### config.mk
export PLATFORM = sky130hd
export DESIGN_NAME = cvsd_codec
export DESIGN_NICKNAME = d
export VERILOG_FILES = /design/src/rtl/cvsd_pkg.sv /design/src/rtl/cvsd_bit_source.sv /design/src/rtl/cvsd_syllabic.sv /design/src/rtl/cvsd_integrator.sv /design/src/rtl/cvsd_codec.sv
export SDC_FILE = /design/constraint.sdc
export NUM_CORES = 1
export LEC_CHECK = 0
export ABC_AREA = 1
export BUFFER_PORTS_ARGS = -buffer_cell sky130_fd_sc_hd__buf_2
export CAP_MARGIN = 20
export CORE_MARGIN = 2
export CORE_UTILIZATION = 45
export CTS_CLUSTER_DIAMETER = 120
export DETAILED_ROUTE_END_ITERATION = 10
export PLACE_DENSITY = 0.72
export RECOVER_POWER = 50
export SYNTH_ARGS = -nofsm -noshare
export SYNTH_HDL_FRONTEND = slang
export SYNTH_SLANG_ARGS = --single-unit
### constraint.sdc
create_clock -name clk -period 12.4 [get_ports clk]
set_clock_uncertainty 0.05 [all_clocks]
set_input_delay 2.48 -clock clk [delete_from_list [all_inputs] [get_ports clk]]
set_output_delay 2.48 -clock clk [all_outputs]
set_load 0.005 [all_outputs]
### src/rtl/cvsd_pkg.sv
package cvsd_pkg;

  // arithmetic right shift of a signed value: floor division by 2**sh
  function automatic int floor_shift(input int v, input int sh);
    return v >>> sh;
  endfunction

  // single-pole leak: remove 1/2**sh of the value
  function automatic int leak(input int v, input int sh);
    return v - floor_shift(v, sh);
  endfunction

  function automatic int magnitude(input int v);
    return (v < 0) ? -v : v;
  endfunction

  function automatic int limit(input int v, input int lim);
    if (v > lim) return lim;
    if (v < -lim) return -lim;
    return v;
  endfunction

  // next estimate: clamp freezes integration, otherwise step, leak, limit
  function automatic int integrate(input int e, input logic up, input int step,
                                   input int sh, input int clamp_lvl);
    int raw;
    if (magnitude(e) >= clamp_lvl) return leak(e, sh);
    raw = up ? (e + step) : (e - step);
    return limit(leak(raw, sh), clamp_lvl);
  endfunction

  // syllabic filter: decay toward zero, charge by span on overload
  function automatic int syllabic(input int s, input logic ovl, input int sh,
                                  input int span);
    return s - floor_shift(s, sh) + (ovl ? span : 0);
  endfunction

endpackage

### src/rtl/cvsd_bit_source.sv
module cvsd_bit_source #(
  parameter int PCM_W   = 12,
  parameter int OVL_RUN = 3
) (
  input  logic                    clk,
  input  logic                    rst_n,
  input  logic                    enc_mode,
  input  logic                    force_quiet,
  input  logic                    din,
  input  logic signed [PCM_W-1:0] pcm_in,
  input  logic signed [PCM_W-1:0] est,
  output logic                    bit_now,
  output logic                    cur_bit,
  output logic                    ovl
);
  localparam int HIST_W = OVL_RUN - 1;

  logic [HIST_W-1:0] hist_q;
  logic              cmp_bit;

  assign cmp_bit = (pcm_in >= est);
  assign cur_bit = hist_q[0];

  always_comb begin
    if (force_quiet)   bit_now = ~hist_q[0];
    else if (enc_mode) bit_now = cmp_bit;
    else               bit_now = din;
  end

  always_comb begin
    ovl = 1'b1;
    for (int i = 0; i < HIST_W; i++) begin
      if (hist_q[i] != bit_now) ovl = 1'b0;
    end
  end

  generate
    if (HIST_W == 1) begin : g_hist1
      always_ff @(posedge clk or negedge rst_n) begin
        if (!rst_n) hist_q <= '0;
        else        hist_q <= bit_now;
      end
    end else begin : g_histn
      always_ff @(posedge clk or negedge rst_n) begin
        if (!rst_n) hist_q <= '0;
        else        hist_q <= {hist_q[HIST_W-2:0], bit_now};
      end
    end
  endgenerate


  quiet_toggle_chk: assert property (@(posedge clk) disable iff (!rst_n)
    force_quiet |=> (cur_bit != $past(cur_bit)));


  decode_take_chk: assert property (@(posedge clk) disable iff (!rst_n)
    (!enc_mode && !force_quiet) |=> (cur_bit == $past(din)));

endmodule

### src/rtl/cvsd_syllabic.sv
module cvsd_syllabic #(
  parameter int STEP_W    = 9,
  parameter int SYL_SHIFT = 6,
  parameter int STEP_MIN  = 2,
  parameter int STEP_MAX  = 256
) (
  input  logic              clk,
  input  logic              rst_n,
  input  logic              ovl,
  output logic [STEP_W-1:0] step
);
  localparam int SYL_W     = STEP_W + SYL_SHIFT;
  localparam int STEP_SPAN = STEP_MAX - STEP_MIN;

  logic [SYL_W-1:0] syl_q;
  int               syl_i;

  assign syl_i = int'(syl_q);
  assign step  = STEP_W'(STEP_MIN + cvsd_pkg::floor_shift(syl_i, SYL_SHIFT));

  always_ff @(posedge clk or negedge rst_n) begin
    if (!rst_n) syl_q <= '0;
    else        syl_q <= SYL_W'(cvsd_pkg::syllabic(syl_i, ovl, SYL_SHIFT, STEP_SPAN));
  end


  step_range_chk: assert property (@(posedge clk) disable iff (!rst_n)
    (int'(step) >= STEP_MIN) && (int'(step) <= STEP_MAX));

endmodule

### src/rtl/cvsd_integrator.sv
module cvsd_integrator #(
  parameter int PCM_W     = 12,
  parameter int STEP_W    = 9,
  parameter int EST_SHIFT = 4
) (
  input  logic                    clk,
  input  logic                    rst_n,
  input  logic                    bit_now,
  input  logic [STEP_W-1:0]       step,
  output logic signed [PCM_W-1:0] est,
  output logic                    agc_n
);
  localparam int CLAMP_LVL = 3 * (2 ** (PCM_W - 3));
  localparam int HALF_LVL  = 2 ** (PCM_W - 2);

  logic signed [PCM_W-1:0] est_q;
  int                      est_i;
  int                      est_abs;
  logic                    clamped;

  assign est_i   = int'(est_q);
  assign est_abs = cvsd_pkg::magnitude(est_i);
  assign clamped = (est_abs >= CLAMP_LVL);
  assign agc_n   = (est_abs < HALF_LVL);
  assign est     = est_q;

  always_ff @(posedge clk or negedge rst_n) begin
    if (!rst_n) est_q <= '0;
    else est_q <= PCM_W'(cvsd_pkg::integrate(est_i, bit_now, int'(step),
                                             EST_SHIFT, CLAMP_LVL));
  end


  est_bound_chk: assert property (@(posedge clk) disable iff (!rst_n)
    est_abs <= CLAMP_LVL);


  clamp_hold_chk: assert property (@(posedge clk) disable iff (!rst_n)
    clamped |=> (est_abs <= $past(est_abs)));

endmodule

### src/rtl/cvsd_codec.sv
module cvsd_codec #(
  parameter int PCM_W     = 12,
  parameter int STEP_W    = 9,
  parameter int STEP_MIN  = 2,
  parameter int STEP_MAX  = 256,
  parameter int SYL_SHIFT = 6,
  parameter int EST_SHIFT = 4,
  parameter int OVL_RUN   = 3
) (
  input  logic                    clk,
  input  logic                    rst_n,
  input  logic                    enc_mode,
  input  logic                    force_quiet,
  input  logic                    din,
  input  logic signed [PCM_W-1:0] pcm_in,
  output logic                    dout,
  output logic signed [PCM_W-1:0] pcm_out,
  output logic                    agc_n
);
  logic                    bit_now;
  logic                    cur_bit;
  logic                    ovl;
  logic [STEP_W-1:0]       step;
  logic signed [PCM_W-1:0] est;
  logic                    dout_q;

  cvsd_bit_source #(.PCM_W(PCM_W), .OVL_RUN(OVL_RUN)) u_src (
    .clk(clk), .rst_n(rst_n), .enc_mode(enc_mode), .force_quiet(force_quiet),
    .din(din), .pcm_in(pcm_in), .est(est), .bit_now(bit_now),
    .cur_bit(cur_bit), .ovl(ovl));

  cvsd_syllabic #(.STEP_W(STEP_W), .SYL_SHIFT(SYL_SHIFT), .STEP_MIN(STEP_MIN),
                  .STEP_MAX(STEP_MAX)) u_syl (
    .clk(clk), .rst_n(rst_n), .ovl(ovl), .step(step));

  cvsd_integrator #(.PCM_W(PCM_W), .STEP_W(STEP_W), .EST_SHIFT(EST_SHIFT)) u_int (
    .clk(clk), .rst_n(rst_n), .bit_now(bit_now), .step(step), .est(est),
    .agc_n(agc_n));

  // serial output retimed onto the falling edge
  always_ff @(negedge clk or negedge rst_n) begin
    if (!rst_n) dout_q <= 1'b0;
    else        dout_q <= cur_bit;
  end

  assign dout    = dout_q;
  assign pcm_out = est;


  dout_edge_chk: assert property (@(posedge clk) disable iff (!rst_n)
    dout == cur_bit);

endmodule

# ---- Yosys cells after proc, flatten, opt, wreduce, memory -nomap -nowiden
# Cells that the tools add are included.
dict set report word_totals {
  regBits 30
  latchBits 0
  ram_bits 0
  rom_bits 0
  input_bits 17
  out_inout_bits 14
  word_cells 40
  memories 0
}
dict set report op_classes {
  addsub 8
  mul 0
  n_div 0
  n_lt_le_gt_ge 6
  eq_ne 2
  shifts 0
  muxes 19
  bitwise_logic 1
  n_reduce_logical 0
}
# operator count
set ops {}
lappend ops {{$lt 32x12->1 const B} 2}
lappend ops {{$mux 32} 2}
lappend ops {{$mux 12} 5}
lappend ops {{$ge 32x12->1 const B} 1}
lappend ops {{$gt 32x12->1 const B} 1}
lappend ops {{$neg 12->32} 1}
lappend ops {{$sub 32x28->32} 1}
lappend ops {{$add 15x9->15} 1}
lappend ops {{$sub 15x9->15} 1}
lappend ops {{$add 12x10->13} 1}
lappend ops {{$sub 12x10->13} 1}
lappend ops {{$ge 12x12->1} 1}
lappend ops {{$lt 12x1->1 const B} 1}
lappend ops {{$sub 12x8->12} 1}
lappend ops {{$mux 11} 1}
lappend ops {{$mux 1} 10}
lappend ops {{$add 2x9->9 const A} 1}
lappend ops {{$mux 8} 1}
lappend ops {{$ne 1x1->1} 2}
lappend ops {{$not 1->1} 1}

# ---- Depth between registers and ports, before layout
dict set report depth {
  ltp_word 13
  ltp_mapped 48
  ltp_nobuf 48
}

# ---- Cells and area by module
# From an unflattened synthesis, not the netlist that was laid out.
dict set report unflattened {
  cells_unflattened 744
  area_unflattened_um2 4890.9
}
# mod instances cells_each area_per_inst_um2 seq_area_each_um2
set modules_own_cells {}
lappend modules_own_cells {cvsd_integrator 1 447 2765.2 300.3}
lappend modules_own_cells {cvsd_syllabic 1 216 1604.0 375.4}
lappend modules_own_cells {cvsd_bit_source 1 80 496.7 50.0}
lappend modules_own_cells {cvsd_codec 1 1 25.0 25.0}

==> flow_summary_export.csv <==
group,metric,value,unit
worst_setup_path,cp.buffers_inverters,1,
synthesis,synthFlopType,"dfrtp_1",
route,dr.pass1.iters,4,
placement,dp_hpwl,8370,um
worst_setup_path,crit_path_end_kind,"async pin",
worst_setup_path,critPathLaunchType,"primary input",
route,ant_nets,0,
die,die_area,10700,um2
cts,htree_levels,2,
worst_setup_path,critical_path_class,"in -> async",
worst_setup_path,cp.required,6.36,ns
timing,finalSetupTns,0,ns
final_layout,seqCellArea,751,um2
cts,postCtsSetupBuffers,0,
synthesis,syn-num-nets,732,
global_route,grtUsageTotal,0.204,
synthesis,muxShareOfSynthArea,0,
worst_setup_path,cp_slowest_cell,"clkbuf_1",
cts,cts_root_buf,"clkbuf_8",
global_route,grt_pass1_wl,17400,um
global_route,antenna_found_initial,0,
route,avgViaCountPerCell,4.97,
synthesis,yosys_warnings,0,
die,initial_core_util,0.458,
synthesis,syn_avg_cell_area,7.02,um2
synthesis,synthCells,632,
final_layout,n_fill_cell,1007,
placement,routabilityCongestion,0.902,
final_layout,drive_gt1_frac,0.0988,
route,drc_errors,0,
cts,cts_max_path_buffers,2,
synthesis,synthTopCellsByArea,"ha_1 20%, dfrtp_1 16%, inv_1 12%, nand2_1 10%, xor2_1 5.7%",
route,routed_wl,9780,um
cts,ctsHoldBuffers,0,
worst_hold_path,hp-start,"u_src.hist_q[0]$_DFF_PN0_",
synthesis,synth_top_family_by_area,"simple AND/OR/NAND/NOR gates",
worst_setup_path,crit-reg2reg-launch,"u_int.est[11]$_DFF_PN0_",
final_layout,final_nets,767,
cts,clk_latency,0.29,ns
timing,rsz0062_at_grt,"no",
die,fp.dieH,103,um
worst_setup_path,r2r_end,"u_int.est[9]$_DFF_PN0_",
worst_hold_path,hold_depth,0,
synthesis,synth_common_cells,"140 x inv_1, 122 x nand2_1, 71 x ha_1",
worst_setup_path,r2r_slack,5.42,ns
global_route,overflow,0,
outcome,violations,"max-capacitance violations, max-slew violations",
synthesis,synthAdderAreaFrac,0.254,
timing,worst_pin_slew,1.65,ns
synthesis,synthSimpleGateAreaFrac,0.255,
global_route,grt_max_degree,31,
cts,numCtsBuffers,5,
worst_setup_path,path_max_fanout,30,
die,ioPinCount,31,
route,dr_total_vias,3984,
die,die_w,103,um
global_route,grt_pass1_vias,3981,
cts,clk_pin_slew,0.07,ns
synthesis,syn_area,4440,um2
cts,cts_tree,"yes",
cts,clkSinkCount,30,
timing,relSlewSlack,-0.0987,
timing,finalHoldViolCount,0,
route,dr.first_iter.drc_count,113,
run,cap_violations,1,
synthesis,synth-edff-count,0,
synthesis,synth-seq-cells,30,
synthesis,seq_area_frac_synth,0.169,
synthesis,synth-xor-area-share,0.0882,
final_layout,multiInputGateArea,3140,um2
worst_setup_path,reg2reg_depth,43,
final_layout,syn_to_final_growth,8.85,%
worst_setup_path,critPathMaxStageDelay,1.16,ns
timing,slew_violations,31,
synthesis,synth_area_leader_cell,"ha_1",
synthesis,post-synth-top-count-cell,"inv_1",
worst_setup_path,arrival,3.66,ns
synthesis,synth_compound_area_frac,0.109,
route,wl_per_cell,12.2,um
worst_hold_path,worstHoldEndpoint,"u_src.hist_q[1]$_DFF_PN0_",
final_layout,n_antenna_cell,0,
outcome,status,"finished, violations left",
die,core_area,9680,um2
worst_setup_path,crit_family,"buffers and inverters",
timing,setup_violations,0,
synthesis,synth_top_area_share,0.200,
worst_hold_path,min_path_type,"reg -> reg",
placement,portBuffers,30,
worst_setup_path,crit_chain,"clkbuf_1",
die,rows,36,
synthesis,synthArstFlopShare,1.00,
synthesis,synth.distinct_cells,40,
cts,cts_resized,0,
-- how the worst max path moves through the flow --
stage,start,endpoint,slack (ns),depth (start not counted)
after floorplan,dout$_DFF_NN0_,dout,3.29,0
after global placement,dout$_DFF_NN0_,dout,3.20,1
after detailed placement,rst_n,dout$_DFF_NN0_,3.20,1
after CTS,dout$_DFF_NN0_,dout,2.88,1
after global routing,rst_n,dout$_DFF_NN0_,2.39,1
final,rst_n,dout$_DFF_NN0_,2.70,1
-- cell families after synthesis --
group                      Yosys count
xor gates and xnor gates            40
AOI/OAI and AO/OA                   81
DFF                                 30
and+or+nand+nor                    252
buffers and inverters              146
adders and majority gates           83
-- metrics by stage --
step / setup slack, ns / area, um2 / instances / hold slack [ns] / utilization
6_report: 2.70 / 4830 / 801 / 0.464 / 0.499
5_1_grt: 2.39 / 4830 / 801 / 0.483 / 0.499
4_1_cts: 2.88 / 4840 / 801 / 0.471 / 0.500
3_5_place_dp: 3.20 / 4740 / 793 / 0.472 / 0.490
3_3_place_gp: 3.20 / 4740 / 793 / 0.466 / 0.490
2_1_floorplan: 3.29 / 4440 / 632 / 0.362 / -
-- layer usage --
layer / up-vias / part of all wire / GRT usage / routed length [um]
li1: 2071 / - / - / -
met1: 1843 / 0.45 / 0.248 / 4410
met2: 57 / 0.50 / 0.386 / 4940
met3: 13 / 0.031 / 0.0309 / 306
met4: 0 / 0.013 / 0.0354 / 125
met5: - / 0 / 0 / 0
-- cell usage in the layout (no fill, tap or decap), types with 19 or more instances in the layout --
| cell type | count |
|---|---|
| nor2_1 | 46 |
| buf_2 | 24 |
| a21oi_1 | 34 |
| nand3_1 | 43 |
| nand2_1 | 122 |
| o21ai_0 | 19 |
| xor2_1 | 29 |
| inv_1 | 140 |
| ha_1 | 71 |
| dfrtp_1 | 29 |
-- area by class of cell --
class | instances | area share
clock buffer | 6 | 0.0171
clock inverter | 2 | 0.00259
inverter | 144 | 0.112
multi-input combinational | 456 | 0.649
sequential | 30 | 0.155
tap | 133 | 0.0344
timing repair buffer | 30 | 0.0295
-- flip-flops by register name, indices dropped and copies added, names as in the netlist --
name and flops:
u_int.est 12, u_src.hist_q 2, dout 1, u_syl.syl_q 15
Power is not shown: default switching activity piles up to over one toggle a cycle in this logic, so the estimate is an artifact.
